File: src/rtl/spim_pkg.sv
package spim_pkg;
    typedef enum logic [1:0] {
        ST_IDLE = 2'd0,
        ST_LOW  = 2'd1,
        ST_HIGH = 2'd2
    } spim_state_e;
endpackage

File: src/rtl/spim_phase_calc.sv
module spim_phase_calc #(
    parameter int DIV_W = 8
) (
    input  logic [DIV_W-1:0] div,
    output logic [DIV_W-1:0] low_w,
    output logic [DIV_W-1:0] high_w
);
    logic [DIV_W-1:0] half_d;

    always_comb begin
        half_d = div >> 1;
        high_w = half_d + 1'b1;
        // an odd divisor splits evenly, an even one gives the extra cycle to high
        low_w  = div[0] ? half_d + 1'b1 : half_d;
    end
endmodule

File: src/rtl/spim_tx_shift.sv
module spim_tx_shift #(
    parameter int MAX_W = 32,
    parameter int LEN_W = 6
) (
    input  logic             clk,
    input  logic             rst_n,
    input  logic             load,
    input  logic [LEN_W-1:0] len,
    input  logic [MAX_W-1:0] word,
    input  logic             shift,
    output logic             msb
);
    logic [MAX_W-1:0] sh_d, sh_q;

    always_comb begin
        sh_d = sh_q;
        if (load) begin
            sh_d = word << (LEN_W'(MAX_W) - len);
        end else if (shift) begin
            sh_d = {sh_q[MAX_W-2:0], 1'b0};
        end
    end

    always_ff @(posedge clk or negedge rst_n) begin
        if (!rst_n) sh_q <= '0;
        else        sh_q <= sh_d;
    end

    assign msb = sh_q[MAX_W-1];
endmodule

File: src/rtl/spim_rx_shift.sv
module spim_rx_shift #(
    parameter int MAX_W = 32
) (
    input  logic             clk,
    input  logic             rst_n,
    input  logic             clear,
    input  logic             sample,
    input  logic             last,
    input  logic             sdi,
    output logic [MAX_W-1:0] word
);
    logic [MAX_W-1:0] sh_d, sh_q, word_d, word_q;

    always_comb begin
        sh_d   = sh_q;
        word_d = word_q;
        if (clear) begin
            sh_d = '0;
        end else if (sample) begin
            sh_d = {sh_q[MAX_W-2:0], sdi};
            if (last) word_d = sh_d;
        end
    end

    always_ff @(posedge clk or negedge rst_n) begin
        if (!rst_n) begin
            sh_q   <= '0;
            word_q <= '0;
        end else begin
            sh_q   <= sh_d;
            word_q <= word_d;
        end
    end

    assign word = word_q;
endmodule

File: src/rtl/spi_cs_master.sv
module spi_cs_master #(
    parameter int MAX_W = 32,
    parameter int MIN_W = 8,
    parameter int DIV_W = 8,
    parameter int LEN_W = $clog2(MAX_W + 1)
) (
    input  logic             clk,
    input  logic             rst_n,
    input  logic             start,
    input  logic [MAX_W-1:0] tx_word,
    input  logic [LEN_W-1:0] word_len,
    input  logic [DIV_W-1:0] clk_div,
    output logic             busy,
    output logic             done,
    output logic [MAX_W-1:0] rx_word,
    output logic             ss_n,
    output logic             sclk,
    output logic             sdo,
    output logic             sdo_oe,
    input  logic             sdi
);
    import spim_pkg::*;

    typedef struct packed {
        spim_state_e      state;
        logic [DIV_W-1:0] cnt;
        logic [LEN_W-1:0] bits;
        logic [DIV_W-1:0] div;
        logic             sclk;
        logic             ss_n;
        logic             oe;
        logic             sdo;
        logic             done;
    } ctl_t;

    ctl_t ctl_d, ctl_q;

    logic [LEN_W-1:0] len_eff;
    logic [DIV_W-1:0] div_in_eff, div_sel, low_w, high_w;
    logic             tx_load, tx_shift, tx_msb;
    logic             rx_sample, rx_last;

    spim_phase_calc #(.DIV_W(DIV_W)) i_phase (
        .div    (div_sel),
        .low_w  (low_w),
        .high_w (high_w)
    );

    spim_tx_shift #(.MAX_W(MAX_W), .LEN_W(LEN_W)) i_tx (
        .clk   (clk),
        .rst_n (rst_n),
        .load  (tx_load),
        .len   (len_eff),
        .word  (tx_word),
        .shift (tx_shift),
        .msb   (tx_msb)
    );

    spim_rx_shift #(.MAX_W(MAX_W)) i_rx (
        .clk    (clk),
        .rst_n  (rst_n),
        .clear  (tx_load),
        .sample (rx_sample),
        .last   (rx_last),
        .sdi    (sdi),
        .word   (rx_word)
    );

    always_comb begin
        if (word_len < LEN_W'(MIN_W))      len_eff = LEN_W'(MIN_W);
        else if (word_len > LEN_W'(MAX_W)) len_eff = LEN_W'(MAX_W);
        else                               len_eff = word_len;
        div_in_eff = (clk_div == '0) ? DIV_W'(1) : clk_div;
        // while idle the widths describe the incoming divisor, else the held one
        div_sel    = (ctl_q.state == ST_IDLE) ? div_in_eff : ctl_q.div;

        ctl_d      = ctl_q;
        ctl_d.done = 1'b0;
        tx_load    = 1'b0;
        tx_shift   = 1'b0;
        rx_sample  = 1'b0;
        rx_last    = 1'b0;

        unique case (ctl_q.state)
            ST_IDLE: begin
                if (start) begin
                    ctl_d.state = ST_LOW;
                    ctl_d.ss_n  = 1'b0;
                    ctl_d.div   = div_in_eff;
                    ctl_d.cnt   = low_w - 1'b1;
                    ctl_d.bits  = len_eff - 1'b1;
                    tx_load     = 1'b1;
                end
            end
            ST_LOW: begin
                if (ctl_q.cnt == '0) begin
                    ctl_d.state = ST_HIGH;
                    ctl_d.sclk  = 1'b1;
                    ctl_d.sdo   = tx_msb;
                    ctl_d.oe    = 1'b1;
                    ctl_d.cnt   = high_w - 1'b1;
                    tx_shift    = 1'b1;
                end else begin
                    ctl_d.cnt = ctl_q.cnt - 1'b1;
                end
            end
            ST_HIGH: begin
                if (ctl_q.cnt == '0) begin
                    ctl_d.sclk = 1'b0;
                    rx_sample  = 1'b1;
                    if (ctl_q.bits == '0) begin
                        rx_last     = 1'b1;
                        ctl_d.state = ST_IDLE;
                        ctl_d.ss_n  = 1'b1;
                        ctl_d.oe    = 1'b0;
                        ctl_d.done  = 1'b1;
                    end else begin
                        ctl_d.state = ST_LOW;
                        ctl_d.bits  = ctl_q.bits - 1'b1;
                        ctl_d.cnt   = low_w - 1'b1;
                    end
                end else begin
                    ctl_d.cnt = ctl_q.cnt - 1'b1;
                end
            end
            default: ctl_d.state = ST_IDLE;
        endcase
    end

    always_ff @(posedge clk or negedge rst_n) begin
        if (!rst_n) begin
            ctl_q       <= '0;
            ctl_q.state <= ST_IDLE;
            ctl_q.ss_n  <= 1'b1;
            ctl_q.div   <= DIV_W'(1);
        end else begin
            ctl_q <= ctl_d;
        end
    end

    assign busy   = (ctl_q.state != ST_IDLE);
    assign done   = ctl_q.done;
    assign ss_n   = ctl_q.ss_n;
    assign sclk   = ctl_q.sclk;
    assign sdo    = ctl_q.sdo;
    assign sdo_oe = ctl_q.oe;

    // clock parked low whenever the slave is deselected
    a_r3_clk_idle_low: assert property (@(posedge clk) disable iff (!rst_n)
        ss_n |-> !sclk);
    // data driver enabled only inside a frame
    a_r5_oe_in_frame: assert property (@(posedge clk) disable iff (!rst_n)
        sdo_oe |-> !ss_n);
    // data moves only together with a rising clock
    a_r5_sdo_on_rise: assert property (@(posedge clk) disable iff (!rst_n)
        (sdo_oe && $past(sdo_oe) && !$rose(sclk)) |-> $stable(sdo));
    // done lasts one cycle
    a_r7_done_single: assert property (@(posedge clk) disable iff (!rst_n)
        done |=> !done);
    // done coincides with release of the select and end of busy
    a_r7_done_release: assert property (@(posedge clk) disable iff (!rst_n)
        done |-> ($rose(ss_n) && !busy && !sdo_oe));
    // high phase equals low phase or exceeds it by one
    a_r2_phase_balance: assert property (@(posedge clk) disable iff (!rst_n)
        (high_w == low_w) || (high_w == low_w + 1'b1));
    // a start during a transfer leaves the held divisor alone
    a_r9_div_held: assert property (@(posedge clk) disable iff (!rst_n)
        (busy && start) |=> $stable(ctl_q.div));
endmodule

File: config.mk
export PLATFORM = sky130hd
export DESIGN_NAME = spi_cs_master
export DESIGN_NICKNAME = d
export VERILOG_FILES = /design/src/rtl/spim_pkg.sv /design/src/rtl/spim_phase_calc.sv /design/src/rtl/spim_tx_shift.sv /design/src/rtl/spim_rx_shift.sv /design/src/rtl/spi_cs_master.sv
export SDC_FILE = /design/constraint.sdc
export NUM_CORES = 1
export LEC_CHECK = 0
export BUFFER_PORTS_ARGS = -buffer_cell sky130_fd_sc_hd__buf_2
export CORE_ASPECT_RATIO = 2
export CORE_MARGIN = 2
export CORE_UTILIZATION = 64
export DETAILED_ROUTE_END_ITERATION = 10
export GPL_TIMING_DRIVEN = 0
export PLACE_DENSITY_LB_ADDON = 0.12
export SLEW_MARGIN = 20
export SYNTH_ARGS = -nofsm -noshare
export SYNTH_HDL_FRONTEND = slang
export SYNTH_SLANG_ARGS = --single-unit
export TNS_END_PERCENT = 5
File: constraint.sdc
create_clock -name clk -period 6.9 [get_ports clk]
set_clock_uncertainty 0.1 [all_clocks]
set_input_delay 0.69 -clock clk [delete_from_list [all_inputs] [get_ports clk]]
set_output_delay 0.69 -clock clk [all_outputs]
set_load 0.01 [all_outputs]
==> impl_metrics.py, run 1 <==
metrics = {
    "worst_hold_path": {
        "hold_class": "primary input to async pin",
    },
    "placed_design": {
        "place_hpwl_microns": 16700,
        "io_buffers": 87,
        "place_ws_ns": 2.33,
        "gp_congestion": 1.02,
    },
    "grt": {
        "grt_usage_pct": 32.5,
        "gr-usage-met3_pct": 5.08,
        "grt_max_degree": 78,
        "use_met1_pct": 31.7,
        "antenna_found_initial": 0,
        "grt_pass1_vias": 7404,
        "use_met2_pct": 60.5,
        "top_usage_layer": "met2",
        "grt_pass1_wl_microns": 34900,
        "gr-total-overflow": 0,
    },
    "clock_tree": {
        "post_cts_buffers": 0,
        "insertion_delay_ns": 0.41,
        "cts.clk_slew.worst_paths_ns": 0.06,
        "clockBufferDepth": 2,
        "cts_root_buf": "clkbuf_16",
        "tritoncts": "built",
        "h-tree-depth": 4,
        "cts-resized-gates": 0,
        "clock_sinks": 124,
        "cts_hold_buf": 0,
        "numCtsBuffers": 17,
    },
    "synth": {
        "synthTopCellsByCount": "nand2_1, dfrtp_1, a21oi_1, mux2i_1, nor2_1",
        "async_flop_share_pct": 100,
        "syn_area_per_cell_sq_um": 9.83,
        "syn-instance-count": 814,
        "synth_cell_types": 81,
        "ys_ff_latch": 124,
        "synthTopCellsByArea": "dfrtp_1, mux4_2, mux2i_1, nand2_1, mux2_1",
        "synth-edff-count": 0,
        "ys_seq_area_share_pct": 38.8,
        "synth_area_sq_um": 8000,
        "yosysMostFrequentCell": "nand2_1",
        "yosys.area.top_type": "dfrtp_1",
        "yosys_warnings": 0,
        "synth_nets": 874,
        "synthFlopType": "dfrtp_1",
        "synth_top_area_share_pct": 38.2,
    },
    "layout": {
        "final_nets": 981,
        "drive_above_1_share_pct": 21.3,
        "area_growth_pct": 15.5,
        "n_antenna_cell": 0,
        "nFillCells": 875,
        "final_core_utilization_pct": 75.8,
    },
    "routing": {
        "firstDrtPassIters": 6,
        "initialDrtViolationCount": 422,
        "viasPerCell": 6.51,
        "routedWlPerCell_microns": 20.1,
        "drc": 0,
        "ant_nets": 0,
        "vias": 7036,
        "wl_microns": 21700,
    },
    "timing": {
        "fin_hold_ws_ns": 0.104,
        "fin_tns_setup_ns": 0,
        "rsz0062_at_grt": "false",
        "final_hold_viol_count": 0,
        "setup_viol": 0,
        "fin_crit_sh_pct": 60.6,
        "maxSlewViolCount": 0,
        "timing.slew.headroom_pct": 38.3,
        "worst_slack_ns": 2.72,
        "fmax_mhz": 239,
        "worstMarginPinSlew_ns": 0.919,
        "fin_crit_ns": 4.18,
    },
    "setup_path": {
        "critPathKind": "primary input to register",
        "cpMostUsedCell": "buf_2",
        "start_kind": "primary input",
        "crit_slowest_cell": "o21ai_0",
        "crit_fanout": 10,
        "arrival_ns": 4.41,
        "path_cells": "buf_2 -> o21ba_2 -> nand2_2 -> buf_2 -> buf_2 -> ha_1 -> buf_4 -> buf_2 -> buf_2 -> o21ai_0 -> mux2i_1 -> mux2_2 -> o22ai_1",
        "end_kind": "register",
        "slowest_delay_ns": 0.72,
        "worstPathRequired_ns": 7.13,
    },
    "pwr": {
        "ir_drop_mv": 0.306,
        "power_density_nw_per_um2": 371,
        "finalPower_uw": 3430,
        "power_leakage_uw": 0.00432,
    },
    "floorplanning": {
        "num_rows": 57,
        "dieHeight_microns": 162,
        "io_pins": 88,
        "core_area_sq_um": 12200,
        "dieArea_sq_um": 13500,
        "die_x_microns": 83.1,
        "start_util_pct": 65.6,
    },
    "run": {
        "drv_cap": 0,
    },
    "run_status": {
        "outcome": "finished, final reports clean",
    },
}
metrics by stage:
stage          cell area (sq um)  std cells
5_1_grt                     9240       1080
6_report                    9240       1080
3_5_place_dp                8650       1049
2_1_floorplan               8000        814
3_3_place_gp                8620       1048
4_1_cts                     9240       1080
final cells by class:
cell class / count / area, sq um / area share (%)
Tap cell: 147 / 184 / 1.99
Inverter: 14 / 52.6 / 0.569
Timing Repair Buffer: 88 / 469 / 5.08
Clock inverter: 14 / 161 / 1.75
Buffer: 58 / 284 / 3.07
Multi-Input combinational cell: 618 / 4560 / 49.3
Sequential cell: 124 / 3110 / 33.6
Clock buffer: 17 / 425 / 4.60
flip-flops by register name, indices dropped and copies added (netlist names):
signal	cells
sdo_oe	1
sdo	1
i_rx.sh_q	31
ss_n	1
ctl_q	24
done	1
i_tx.sh_q	32
sclk	1
i_rx.word	32
cell families (layout without fill, tap and decap cells):
logic type               count (synthesis)  after routing  synth area share, %
multiplexers                           137            137                 22.6
adder cells (fa/ha/maj)                 10             10                 1.56
AO/OA/AOI/OAI                          204            204                 16.0
XOR/XNOR                                20             20                 2.28
buffers and inverters                   72            191                 4.21
flip-flops                             124            124                 38.8
AND/OR/NAND/NOR                        247            247                 14.5
placed cells by master, fill, tap and decap left out, types with 6 or more instances in the layout:
| cell type | count |
|---|---|
| mux2i_1 | 66 |
| o31ai_1 | 6 |
| nand2_1 | 125 |
| a31oi_1 | 10 |
| xnor2_1 | 15 |
| nor3_1 | 16 |
| mux2_2 | 6 |
| clkbuf_1 | 33 |
| dfrtp_1 | 122 |
| nand4_1 | 6 |
| o21ai_0 | 34 |
| buf_6 | 6 |
| o22ai_1 | 12 |
| inv_1 | 13 |
| ha_1 | 10 |
| o21a_1 | 8 |
| o21ai_1 | 9 |
| o211ai_1 | 6 |
| or3_1 | 8 |
| clkbuf_16 | 17 |
| nand3_1 | 17 |
| mux4_2 | 30 |
| a21oi_1 | 73 |
| nor2_1 | 37 |
| mux2_1 | 33 |
| buf_2 | 103 |
where the power goes:
group / leakage [uW] / switching [uW] / internal (uW)
sequential: 0.00162 / 133 / 891
clock: 0.000277 / 351 / 538
combinational: 0.00242 / 900 / 612
metal layers:
metal	vias to the layer above	share of wire [%]
li1	3217	-
met2	272	56
met3	98	3.7
met5	-	0
met1	3449	34
met4	0	6.6
path summary, 6_finish.rpt:
| kind | from | end | slack [ns] | depth (start not counted) |
|---|---|---|---|---|
| max | word_len[4] | i_tx.sh_q[14] | 2.72 | 13 |
| max reg2reg | ctl_q[27] | ctl_q[26] | 3.15 | 14 |
| max in group asynchronous | rst_n | ctl_q[5] | 5.83 | 2 |
| min reg2reg | ctl_q[5] | ctl_q[5] | 0.37 | 2 |
| min | rst_n | i_rx.word[23] | 0.10 | 1 |
| min in group clk | ctl_q[5] | ctl_q[5] | 0.37 | 2 |
worst max-delay path, delay by kind of cell:
family | cells | cell delay [ns]
simple gates | 1 | 0.21
mux | 2 | 0.65
fa+ha+maj | 1 | 0.29
compound gates | 3 | 1.10
buf+inv | 6 | 1.46
No activity file was read; power rests on OpenSTA's default activity.
==> inputs of run 2 (changes only) <==
--- a/config.mk
+++ b/config.mk
@@ -5,10 +5,11 @@
 export SDC_FILE = /design/constraint.sdc
 export NUM_CORES = 1
 export LEC_CHECK = 0
+export ABC_AREA = 1
 export BUFFER_PORTS_ARGS = -buffer_cell sky130_fd_sc_hd__buf_2
 export CORE_ASPECT_RATIO = 2
 export CORE_MARGIN = 2
-export CORE_UTILIZATION = 64
+export CORE_UTILIZATION = 54
 export DETAILED_ROUTE_END_ITERATION = 10
 export GPL_TIMING_DRIVEN = 0
 export PLACE_DENSITY_LB_ADDON = 0.12
==> constraint.sdc (replaced) <==
create_clock -name clk -period 3.8 [get_ports clk]
set_clock_uncertainty 0.1 [all_clocks]
set_input_delay 0.38 -clock clk [delete_from_list [all_inputs] [get_ports clk]]
set_output_delay 0.38 -clock clk [all_outputs]
set_load 0.01 [all_outputs]
==> run 2 against run 1 <==
Design area is 3.0% higher. Cell count is 35% higher. Sequential share of layout area is 0.98 points lower. Via count is 13% higher. Area after synthesis is 2.7% higher. Utilization is 12 points lower. Non-clock buffer count is 2 lower. Critical path type unchanged. Highest routed layer unchanged.
==> impl_metrics.py, run 2 <==
metrics = {
    "worst_hold_path": {
        "hold_class": "primary input to register",
        "worst_hold_startpoint": "clk_div[2]",
        "hold-path-cell-count": 3,
        "min_to": "ctl_q[7]",
    },
    "synth": {
        "yosysMostFrequentCell": "nand2_1",
        "synthFlopType": "dfrtp_1",
        "ys_ff_latch": 124,
        "syn_area_per_cell_sq_um": 7.17,
        "yosys.area.top_type": "dfrtp_1",
        "synth_area_sq_um": 8220,
        "syn-instance-count": 1146,
        "synthTopCellsByCount": "nand2_1, o21ai_0, dfrtp_1, inv_1, nand3_1",
        "ys_seq_area_share_pct": 37.8,
        "synth_top_area_share_pct": 37.2,
        "synth-edff-count": 0,
        "async_flop_share_pct": 100,
        "yosys_warnings": 0,
        "synth_cell_types": 49,
        "synthTopCellsByArea": "dfrtp_1, nand2_1, o21ai_0, nand3_1, inv_1",
        "synth_nets": 1206,
    },
    "grt": {
        "antenna_found_initial": 0,
        "grt_pass1_wl_microns": 37300,
        "grt_usage_pct": 29.2,
        "grt_pass1_vias": 7936,
        "grt_max_degree": 83,
        "gr-total-overflow": 0,
    },
    "floorplanning": {
        "dieArea_sq_um": 16300,
        "start_util_pct": 55.4,
        "num_rows": 63,
        "die_x_microns": 91.2,
        "core_area_sq_um": 14800,
        "dieHeight_microns": 178,
        "io_pins": 88,
    },
    "pwr": {
        "power_leakage_uw": 0.00468,
        "ir_drop_mv": 0.283,
        "power_density_nw_per_um2": 649,
    },
    "layout": {
        "final_nets": 1314,
        "final_cells": 1461,
        "layout_commonest_cell": "nand2_1",
        "area_growth_pct": 15.8,
        "n_antenna_cell": 0,
        "drive_above_1_share_pct": 19.6,
        "layout_common_cells": "nand2_1, o21ai_0, dfrtp_1",
    },
    "setup_path": {
        "crit_fanout": 10,
        "slowest_delay_ns": 0.45,
        "critPathKind": "primary input to register",
        "start_kind": "primary input",
        "path_cells": "buf_2 -> nor2_2 -> nand2_4 -> buf_6 -> buf_2 -> ha_1 -> clkbuf_1 -> clkbuf_1 -> nand2_1 -> nand2_1 -> nor2_1 -> o21ai_0 -> nand3_1 -> o211ai_1 -> nand2_1 -> nand2_1",
        "reg2reg_from": "ctl_q[27]",
        "worstPathRequired_ns": 4.06,
        "end_kind": "register",
        "rrSetupSlack_ns": 0.92,
        "cpMostUsedCell": "nand2_1",
        "arrival_ns": 3.44,
        "crit_slowest_cell": "ha_1",
        "reg2reg_depth": 19,
        "rr_endpoint": "ctl_q[26]",
    },
    "run_status": {
        "outcome": "finished, final reports clean",
    },
    "clock_tree": {
        "cts_hold_buf": 1,
        "insertion_delay_ns": 0.42,
        "h-tree-depth": 4,
        "clock_sinks": 124,
        "cts.clk_slew.worst_paths_ns": 0.06,
        "post_cts_buffers": 0,
        "clockBufferDepth": 2,
        "cts_root_buf": "clkbuf_16",
        "cts-resized-gates": 0,
        "tritoncts": "built",
        "numCtsBuffers": 17,
    },
    "timing": {
        "fin_tns_setup_ns": 0,
        "maxSlewViolCount": 0,
        "fin_crit_ns": 3.18,
        "fin_crit_sh_pct": 83.7,
        "worstMarginPinSlew_ns": 0.580,
        "rsz0062_at_grt": "false",
        "fmax_mhz": 314,
        "worst_slack_ns": 0.620,
        "final_hold_viol_count": 0,
        "setup_viol": 0,
        "timing.slew.headroom_pct": 61.3,
    },
    "placed_design": {
        "place_ws_ns": 0.327,
        "gp_congestion": 1.02,
        "place_hpwl_microns": 18000,
        "dpl.cell_count": 1429,
        "io_buffers": 87,
    },
    "routing": {
        "vias": 7985,
        "routedWlPerCell_microns": 15.6,
        "firstDrtPassIters": 5,
        "drc": 0,
        "wl_microns": 22800,
        "initialDrtViolationCount": 334,
        "ant_nets": 0,
        "viasPerCell": 5.47,
    },
    "run": {
        "drv_cap": 0,
    },
}
## run 2: cell count changes in the layout (fill, tap and decap cells not counted), moves of 30 or more
cell,previous run,this run
a21oi_1,73,24
inv_1,13,107
mux2_1,33,0
mux2i_1,66,5
mux4_2,30,0
nand2_1,125,317
nand3_1,17,95
o21ai_0,34,133
## run 2: how the worst max path moves through the flow
stage                                to        start  slack, ns  cells after the start
after detailed placement  i_tx.sh_q[26]  word_len[5]       0.33                     16
final                     i_tx.sh_q[26]  word_len[5]       0.62                     16
after floorplan           i_tx.sh_q[31]  word_len[0]       1.19                     15
after global routing      i_tx.sh_q[26]  word_len[5]       0.44                     16
after CTS                 i_tx.sh_q[26]  word_len[5]       0.76                     16
after global placement    i_tx.sh_q[26]  word_len[5]       0.35                     16
## run 2: report_power, final
group	internal (uW)	switching, uW
Sequential	1610	182
Combinational	924	1880
Clock	998	586
Total	3530	2650
## run 2: area by class of cell
class / instances / area, sq um
Clock inverter: 9 / 114
Timing Repair Buffer: 89 / 479
Fill cell: 1436 / 5300
Tap cell: 195 / 244
Clock buffer: 22 / 464
Multi-Input combinational cell: 841 / 4340
Inverter: 126 / 478
Sequential cell: 124 / 3110
Buffer: 55 / 289
## run 2: worst max-delay path, delay by kind of cell
family | cells | cell delay (ns)
buf+inv | 5 | 1.24
simple gates | 8 | 0.90
compound gates | 2 | 0.46
fa+ha+maj | 1 | 0.45
## run 2: per-stage QoR
stage	total power, uW	util [%]	hold slack (ns)	cell area, sq um
global route	6610	64.2	0.142	9520
global placement	4520	60.0	0.360	8890
finish	6180	64.2	0.120	9520
CTS	6180	64.2	0.117	9520
detailed placement	4580	60.2	0.232	8930
floorplan	3890	-	-0.0156	8220
## run 2: logic make-up (layout without fill, tap and decap cells)
| group | Yosys count | count (layout) | share of synthesized area [%] |
|---|---|---|---|
| AND/OR/NAND/NOR | 554 | 554 | 31.2 |
| AO/OA/AOI/OAI | 259 | 259 | 17.6 |
| buffers and inverters | 181 | 301 | 9.34 |
| flip-flops | 124 | 124 | 37.8 |
| XOR/XNOR | 11 | 11 | 1.68 |
| adder cells (fa/ha/maj) | 10 | 10 | 1.52 |
| multiplexers | 7 | 7 | 0.883 |
## run 2: per-layer routing
| metal | up-vias | track usage, % | routed length [microns] |
|---|---|---|---|
| li1 | 3964 | - | - |
| met1 | 3742 | 25.9 | 7770 |
| met2 | 195 | 58.3 | 12900 |
| met3 | 84 | 4.86 | 657 |
| met4 | 0 | 19.3 | 1450 |
| met5 | - | 0 | 0 |
